--- src/rtl/lf_pkg.sv ---
package lf_pkg;
  typedef enum logic {
    GATHER_IDLE = 1'b0,
    GATHER_RUN  = 1'b1
  } gather_st_e;

  function automatic int lf_lane_lsb(input int beat, input int lane,
                                     input int beat_w, input int lane_w);
    return beat * beat_w + lane * lane_w;
  endfunction
endpackage

--- src/rtl/lf_addr_decode.sv ---
module lf_addr_decode #(
  parameter int ADDR_W        = 28,
  parameter int COL_LSB       = 0,
  parameter int COL_W         = 11,
  parameter int BANK_LSB      = 11,
  parameter int BANK_W        = 3,
  parameter int ROW_LSB       = 14,
  parameter int ROW_W         = 14,
  parameter int LINE_COL_BITS = 6
) (
  input  logic [ADDR_W-1:0] addr,
  output logic [BANK_W-1:0] bank,
  output logic [ROW_W-1:0]  row,
  output logic [COL_W-1:0]  col
);
  localparam logic [COL_W-1:0] ALIGN_MASK = ~COL_W'((1 << LINE_COL_BITS) - 1);

  always_comb begin
    bank = addr[BANK_LSB +: BANK_W];
    row  = addr[ROW_LSB +: ROW_W];
    col  = addr[COL_LSB +: COL_W] & ALIGN_MASK;
  end
endmodule

--- src/rtl/lf_cmd_seq.sv ---
module lf_cmd_seq #(
  parameter int BANK_W   = 3,
  parameter int ROW_W    = 14,
  parameter int COL_W    = 11,
  parameter int BEATS    = 8,
  parameter int COL_STEP = 8
) (
  input  logic              clk,
  input  logic              rst,
  input  logic              start,
  input  logic [BANK_W-1:0] bank_in,
  input  logic [ROW_W-1:0]  row_in,
  input  logic [COL_W-1:0]  col_in,
  output logic              cmd_valid,
  output logic [BANK_W-1:0] cmd_bank,
  output logic [ROW_W-1:0]  cmd_row,
  output logic [COL_W-1:0]  cmd_col
);
  localparam int CNT_W = $clog2(BEATS + 1);
  localparam logic [COL_W-1:0] STEP_C = COL_W'(COL_STEP);

  logic [CNT_W-1:0] left_q;

  always_ff @(posedge clk) begin
    if (rst) begin
      cmd_valid <= 1'b0;
      left_q    <= '0;
      cmd_bank  <= '0;
      cmd_row   <= '0;
      cmd_col   <= '0;
    end else if (start) begin
      cmd_valid <= 1'b1;
      left_q    <= CNT_W'(BEATS - 1);
      cmd_bank  <= bank_in;
      cmd_row   <= row_in;
      cmd_col   <= col_in;
    end else if (cmd_valid) begin
      if (left_q == '0) begin
        cmd_valid <= 1'b0;
      end else begin
        left_q  <= left_q - 1'b1;
        cmd_col <= cmd_col + STEP_C;
      end
    end
  end

  // Checker: length of the current run of commands
  logic [CNT_W:0] run_q;
  always_ff @(posedge clk) begin
    if (rst)            run_q <= '0;
    else if (cmd_valid) run_q <= run_q + 1'b1;
    else                run_q <= '0;
  end


  run_len_chk: assert property (@(posedge clk) disable iff (rst)
    run_q <= (CNT_W+1)'(BEATS));

  run_full_chk: assert property (@(posedge clk) disable iff (rst)
    $fell(cmd_valid) |-> run_q == (CNT_W+1)'(BEATS));

  col_step_chk: assert property (@(posedge clk) disable iff (rst)
    cmd_valid && !start && $past(cmd_valid) && !$past(rst) |-> cmd_col == $past(cmd_col) + STEP_C);

  bank_row_hold_chk: assert property (@(posedge clk) disable iff (rst)
    cmd_valid && $past(cmd_valid) && !$past(rst) |-> $stable(cmd_bank) && $stable(cmd_row));
endmodule

--- src/rtl/lf_beat_gather.sv ---
module lf_beat_gather
  import lf_pkg::*;
#(
  parameter int LANES  = 8,
  parameter int LANE_W = 8,
  parameter int BEATS  = 8
) (
  input  logic                        clk,
  input  logic                        rst,
  input  logic                        start,
  input  logic                        beat_valid,
  input  logic [LANES*LANE_W-1:0]     beat_data,
  output logic                        active,
  output logic                        line_done,
  output logic [BEATS*LANES*LANE_W-1:0] line_data
);
  localparam int BEAT_W = LANES * LANE_W;
  localparam int IDX_W  = (BEATS > 1) ? $clog2(BEATS) : 1;

  gather_st_e       st_q;
  logic [IDX_W-1:0] idx_q;
  logic             capture;
  logic [BEATS-1:0] slot_we;
  logic             last_beat;

  assign capture   = (st_q == GATHER_RUN) && beat_valid;
  assign last_beat = (idx_q == IDX_W'(BEATS - 1));
  assign active    = (st_q == GATHER_RUN);

  for (genvar n = 0; n < BEATS; n++) begin : g_slot_we
    assign slot_we[n] = capture && (idx_q == IDX_W'(n));
  end

  always_ff @(posedge clk) begin
    if (rst) begin
      st_q      <= GATHER_IDLE;
      idx_q     <= '0;
      line_done <= 1'b0;
    end else begin
      line_done <= capture && last_beat;
      if (start) begin
        st_q  <= GATHER_RUN;
        idx_q <= '0;
      end else if (capture) begin
        idx_q <= idx_q + 1'b1;
        if (last_beat) st_q <= GATHER_IDLE;
      end
    end
  end

  always_ff @(posedge clk) begin
    if (rst) begin
      line_data <= '0;
    end else begin
      for (int n = 0; n < BEATS; n++) begin
        for (int k = 0; k < LANES; k++) begin
          if (slot_we[n])
            line_data[lf_lane_lsb(n, k, BEAT_W, LANE_W) +: LANE_W]
              <= beat_data[k*LANE_W +: LANE_W];
        end
      end
    end
  end


  done_pulse_chk: assert property (@(posedge clk) disable iff (rst)
    line_done |=> !line_done);

  done_idle_chk: assert property (@(posedge clk) disable iff (rst)
    line_done |-> !active);

  idle_hold_chk: assert property (@(posedge clk) disable iff (rst)
    !active && !start && !$past(rst) && $past(!active) |-> $stable(line_data));
endmodule

--- src/rtl/lf_line_fill.sv ---
module lf_line_fill #(
  parameter int ADDR_W     = 28,
  parameter int COL_LSB    = 0,
  parameter int COL_W      = 11,
  parameter int BANK_LSB   = 11,
  parameter int BANK_W     = 3,
  parameter int ROW_LSB    = 14,
  parameter int ROW_W      = 14,
  parameter int CHIPS      = 8,
  parameter int CHIP_W     = 8,
  parameter int LINE_BYTES = 64
) (
  input  logic                    clk,
  input  logic                    rst,
  input  logic                    req_valid,
  input  logic [ADDR_W-1:0]       req_addr,
  output logic                    busy,
  output logic                    cmd_valid,
  output logic [BANK_W-1:0]       cmd_bank,
  output logic [ROW_W-1:0]        cmd_row,
  output logic [COL_W-1:0]        cmd_col,
  input  logic                    beat_valid,
  input  logic [CHIPS*CHIP_W-1:0] beat_data,
  output logic                    line_done,
  output logic [LINE_BYTES*8-1:0] line_data
);
  localparam int BUS_W         = CHIPS * CHIP_W;
  localparam int BEATS         = (LINE_BYTES * 8) / BUS_W;
  localparam int COL_STEP      = BUS_W / 8;
  localparam int LINE_COL_BITS = $clog2(LINE_BYTES);

  logic              start;
  logic              gather_active;
  logic [BANK_W-1:0] dec_bank;
  logic [ROW_W-1:0]  dec_row;
  logic [COL_W-1:0]  dec_col;

  assign busy  = cmd_valid | gather_active;
  assign start = req_valid & ~busy;

  lf_addr_decode #(
    .ADDR_W(ADDR_W), .COL_LSB(COL_LSB), .COL_W(COL_W),
    .BANK_LSB(BANK_LSB), .BANK_W(BANK_W),
    .ROW_LSB(ROW_LSB), .ROW_W(ROW_W), .LINE_COL_BITS(LINE_COL_BITS)
  ) u_decode (
    .addr(req_addr), .bank(dec_bank), .row(dec_row), .col(dec_col)
  );

  lf_cmd_seq #(
    .BANK_W(BANK_W), .ROW_W(ROW_W), .COL_W(COL_W),
    .BEATS(BEATS), .COL_STEP(COL_STEP)
  ) u_cmd (
    .clk(clk), .rst(rst), .start(start),
    .bank_in(dec_bank), .row_in(dec_row), .col_in(dec_col),
    .cmd_valid(cmd_valid), .cmd_bank(cmd_bank), .cmd_row(cmd_row), .cmd_col(cmd_col)
  );

  lf_beat_gather #(
    .LANES(CHIPS), .LANE_W(CHIP_W), .BEATS(BEATS)
  ) u_gather (
    .clk(clk), .rst(rst), .start(start),
    .beat_valid(beat_valid), .beat_data(beat_data),
    .active(gather_active), .line_done(line_done), .line_data(line_data)
  );


  start_cmd_chk: assert property (@(posedge clk) disable iff (rst)
    start |=> cmd_valid && busy);

  rise_from_idle_chk: assert property (@(posedge clk) disable iff (rst)
    $rose(cmd_valid) |-> $past(!busy));

  reset_quiet_chk: assert property (@(posedge clk)
    $past(rst) |-> !cmd_valid && !line_done && !busy);
endmodule

--- config.mk ---
export PLATFORM = sky130hd
export DESIGN_NAME = lf_line_fill
export DESIGN_NICKNAME = d
export VERILOG_FILES = /design/src/rtl/lf_pkg.sv /design/src/rtl/lf_addr_decode.sv /design/src/rtl/lf_cmd_seq.sv /design/src/rtl/lf_beat_gather.sv /design/src/rtl/lf_line_fill.sv
export SDC_FILE = /design/constraint.sdc
export NUM_CORES = 1
export LEC_CHECK = 0
export BUFFER_PORTS_ARGS = -buffer_cell sky130_fd_sc_hd__buf_2
export CORE_AREA = 2 2 245 247
export CTS_CLUSTER_DIAMETER = 120
export DETAILED_ROUTE_END_ITERATION = 16
export DIE_AREA = 0 0 247 249
export PLACE_DENSITY = 0.69
export SLEW_MARGIN = 20
export SYNTH_ARGS = -nofsm -noshare
export SYNTH_HDL_FRONTEND = slang
export SYNTH_HIERARCHICAL = 1
export SYNTH_SLANG_ARGS = --single-unit
--- constraint.sdc ---
create_clock -name clk -period 1.95 [get_ports clk]
set_clock_uncertainty 0.1 [all_clocks]
set_input_delay 0.39 -clock clk [delete_from_list [all_inputs] [get_ports clk]]
set_output_delay 0.39 -clock clk [all_outputs]
set_load 0.02 [all_outputs]
==> impl_metrics.csv <==
group,metric,value,unit
global_route,grt_pass1_wl,99530,um
clocking,clkSinkCount,550,
layout,utilization,47.75,%
worst_hold_path,holdCritPathClass,"input port to flop",
detailed_routing,drt_iter0_markers,679,
power_and_ir_drop,cellLeakagePower,15.16,nW
floorplan,core_area,58690,um^2
placement,dpl_worst_slack,-0.05602,ns
critical_path,start_kind,"flop",
yosys,synth.distinct_cells,47,
floorplan,dieHeight,249,um
power_and_ir_drop,power_density,865.0,nW/um^2
timing,slew_violations,0,
floorplan,die_area,61500,um^2
layout,antennaDiodeCount,0,
critical_path,cp_common_cell,"buf_6",
detailed_routing,wl_met2,32950,um
detailed_routing,vias,16190,
detailed_routing,viasPerCell,4.771,
detailed_routing,firstDrtPassIters,6,
placement,dpl.hpwl,45880,um
detailed_routing,top_layer_used,"met5",
power_and_ir_drop,power,0.02424,W
global_route,grt_pass1_vias,16720,
layout,instances_no_fill,3393,
power_and_ir_drop,p_sw_share,23.15,%
placement,place_congestion,0.8750,
layout,nNetsFinal,2681,
yosys,ys_ff_latch,550,
yosys,synthCells,2011,
yosys,ys_warn_count,6,
critical_path,reg2regPathDepth,6,
detailed_routing,avgRoutedWirePerCell,19.51,um
critical_path,path_delay_family,"flip-flops",
placement,dp_cells,3263,
clocking,htreeDepth,2,
critical_path,required,1.46,ns
timing,period_needed,1.919,ns
critical_path,slowest_stage,"dfxtp_4",
yosys,synth-edff-count,0,
detailed_routing,wl_met3,4641,um
clocking,cts_tree,"done",
critical_path,crit_path_max_fanout,3,
clocking,root_buffer,"clkbuf_16",
layout,mostFrequentLayoutCell,"buf_2",
floorplan,dieWidth,247,um
floorplan,num_io_pins,639,
critical_path,worstPathCellList,"buf_6 -> or2_1 -> buf_6",
critical_path,crit_arrival,1.43,ns
yosys,synth_area_leaders,"dfxtp_1 (50%), mux2i_1 (24%), nand2b_1 (16%)",
yosys,async_flop_share,0,%
critical_path,path_depth,3,
global_route,grt_max_degree,52,
detailed_routing,routed_wl,66210,um
clocking,path_clk_slew,0.06,ns
timing,fin_ws,0.03125,ns
floorplan,num_rows,89,
worst_hold_path,whs_path_depth,4,
critical_path,slowest_delay,0.34,ns
power_and_ir_drop,p_sw,0.005611,W
layout,final_cell_mix,"buf_2 (630), nand2b_1 (576), dfxtp_1 (549)",
timing,setup_viol,0,
clocking,clock_latency,0.60,ns
timing,finalHoldViolCount,0,
yosys,syn-mean-instance-area,10.94,um^2
yosys,yosys.area.top_type_share,50.03,%
timing,rsz0062_at_grt,"true",
detailed_routing,wl_met1,26550,um
placement,io_buffers,632,
global_route,grt_use_total,20.72,%
critical_path,path_buf_inv,2,
power_and_ir_drop,irDropWorstVdd,0.0007673,V
detailed_routing,ant_nets,0,
global_route,gr-total-overflow,0,
run_status,status,"finished clean",
power_and_ir_drop,p_int,0.01863,W
clocking,clockBufferDepth,3,
yosys,yosysTopAreaCell,"dfxtp_1",
layout,area_delta_synth_final,27.34,%
timing,clock.fmax,521.2,MHz
timing,post-route-period-util,98.40,%
detailed_routing,drc_errors,0,
global_route,antenna_found_initial,2,
critical_path,worstSetupEndpointType,"output pin",
yosys,seq_area_frac_synth,50.03,%
power_and_ir_drop,pwr-share-comb,7.0,%
clocking,numCtsBuffers,57,
yosys,synth.cell_area,22010,um^2
layout,drive_gt1_share,31.22,%
power_and_ir_drop,pwr-share-seq,47.4,%
power_and_ir_drop,clockPowerShare,45.6,%
critical_path,crit_type,"flop to output pin",
yosys,yosys_most_used_dff,"dfxtp_1",
flow_run,maxCapViolCount,0,
floorplan,initial_utilization,37.50,%
per-layer routing:
layer  up-vias  GRT usage [%]
met5         -              0
met4         2          7.005
met3       119          5.301
met2       536          36.61
met1      7832          24.13
li1       7699              -
power by group through the flow:
stage | sequential [W] | combinational (W) | clock [W]
2_1_floorplan | 0.0119 | 0.000939 | 0
3_3_place_gp | 0.0117 | 0.00158 | 0
3_5_place_dp | 0.0117 | 0.00162 | 0
4_1_cts | 0.0115 | 0.00168 | 0.0113
5_1_grt | 0.0115 | 0.00181 | 0.0117
6_report | 0.0115 | 0.00169 | 0.0110
worst paths after layout:
path / start / to / slack (ns)
hold / removal: req_addr[9] / u_cmd/cmd_col[9] / 0.1
setup / recovery: u_cmd/cmd_valid / busy / 0.03
hold reg to reg: u_gather/line_data[124] / u_gather/line_data[124] / 0.37
setup reg to reg: u_cmd/cmd_valid / u_cmd/cmd_col[10] / 0.07
area by class of cell:
cell class / instances / area (um^2)
inverters: 10 / 37.54
flip-flops and latches: 550 / 11010
multi-input cells: 1227 / 9756
fillers: 5373 / 30660
clock inverters: 20 / 191.4
clock buffers: 83 / 1727
well taps: 773 / 967.2
repair buffers: 730 / 4329
per-stage QoR:
step,hold WS (ns),setup TNS (ns),instance area [um^2]
6_report,0.09961,0,28020
5_1_grt,0.09692,-0.02397,28020
3_3_place_gp,0.3548,0,25820
3_5_place_dp,0.3584,-0.1119,25820
4_1_cts,0.02630,-0.03625,27990
2_1_floorplan,0.3818,0,22020
Yosys cell counts (2+ instances only):
cell type	n
nand4b_1	3
buf_2	47
nand3_1	8
clkbuf_1	94
nand2b_1	576
nand2_1	2
buf_12	2
buf_6	20
buf_1	23
or4_1	3
and4b_1	2
or2_1	2
a311oi_1	5
inv_1	10
o31a_1	2
a21oi_1	5
or3_1	4
nor4_1	2
o21ai_0	6
nand4_1	4
a21bo_2	2
mux2i_1	532
dfxtp_1	550
a311oi_2	2
ha_1	9
nor2_1	30
a21boi_0	2
a31oi_1	3
buf_4	43
tightest hold or removal path, delay by kind of cell:
family	cells	cell delay, ns
and+or+nand+nor	2	0.25
buffers and inverters	1	0.07
AOI/OAI and AO/OA	1	0.05
sequential cells by signal, summed over array words and instances (netlist names):
signal and count:
u_gather/idx_q 3, u_cmd/cmd_col 11, u_cmd/cmd_row 14, u_cmd/cmd_bank 3
u_gather/active 1, u_gather/line_data 512, u_cmd/cmd_valid 1, u_cmd/left_q 4
u_gather/line_done 1
cells by family after synthesis:
group / share of synthesized area, %
AO/OA/AOI/OAI: 1.160
adder cells (fa/ha/maj): 0.5117
buffers and inverters: 5.907
flip-flops: 50.03
multiplexers: 24.20
other: 0.01704
AND/OR/NAND/NOR: 18.17
what timing repair did:
item                                    in CTS  in global routing
cloned                                       0                  0
setup buffers                                2                  4
pin swaps                                    0                  1
hold buffers                                21                  0
resized for setup                            7                  2
hold endpoints to repair                    21                  0
endpoints found under the setup margin       4                  3
Power figures use the tool's default switching activity.
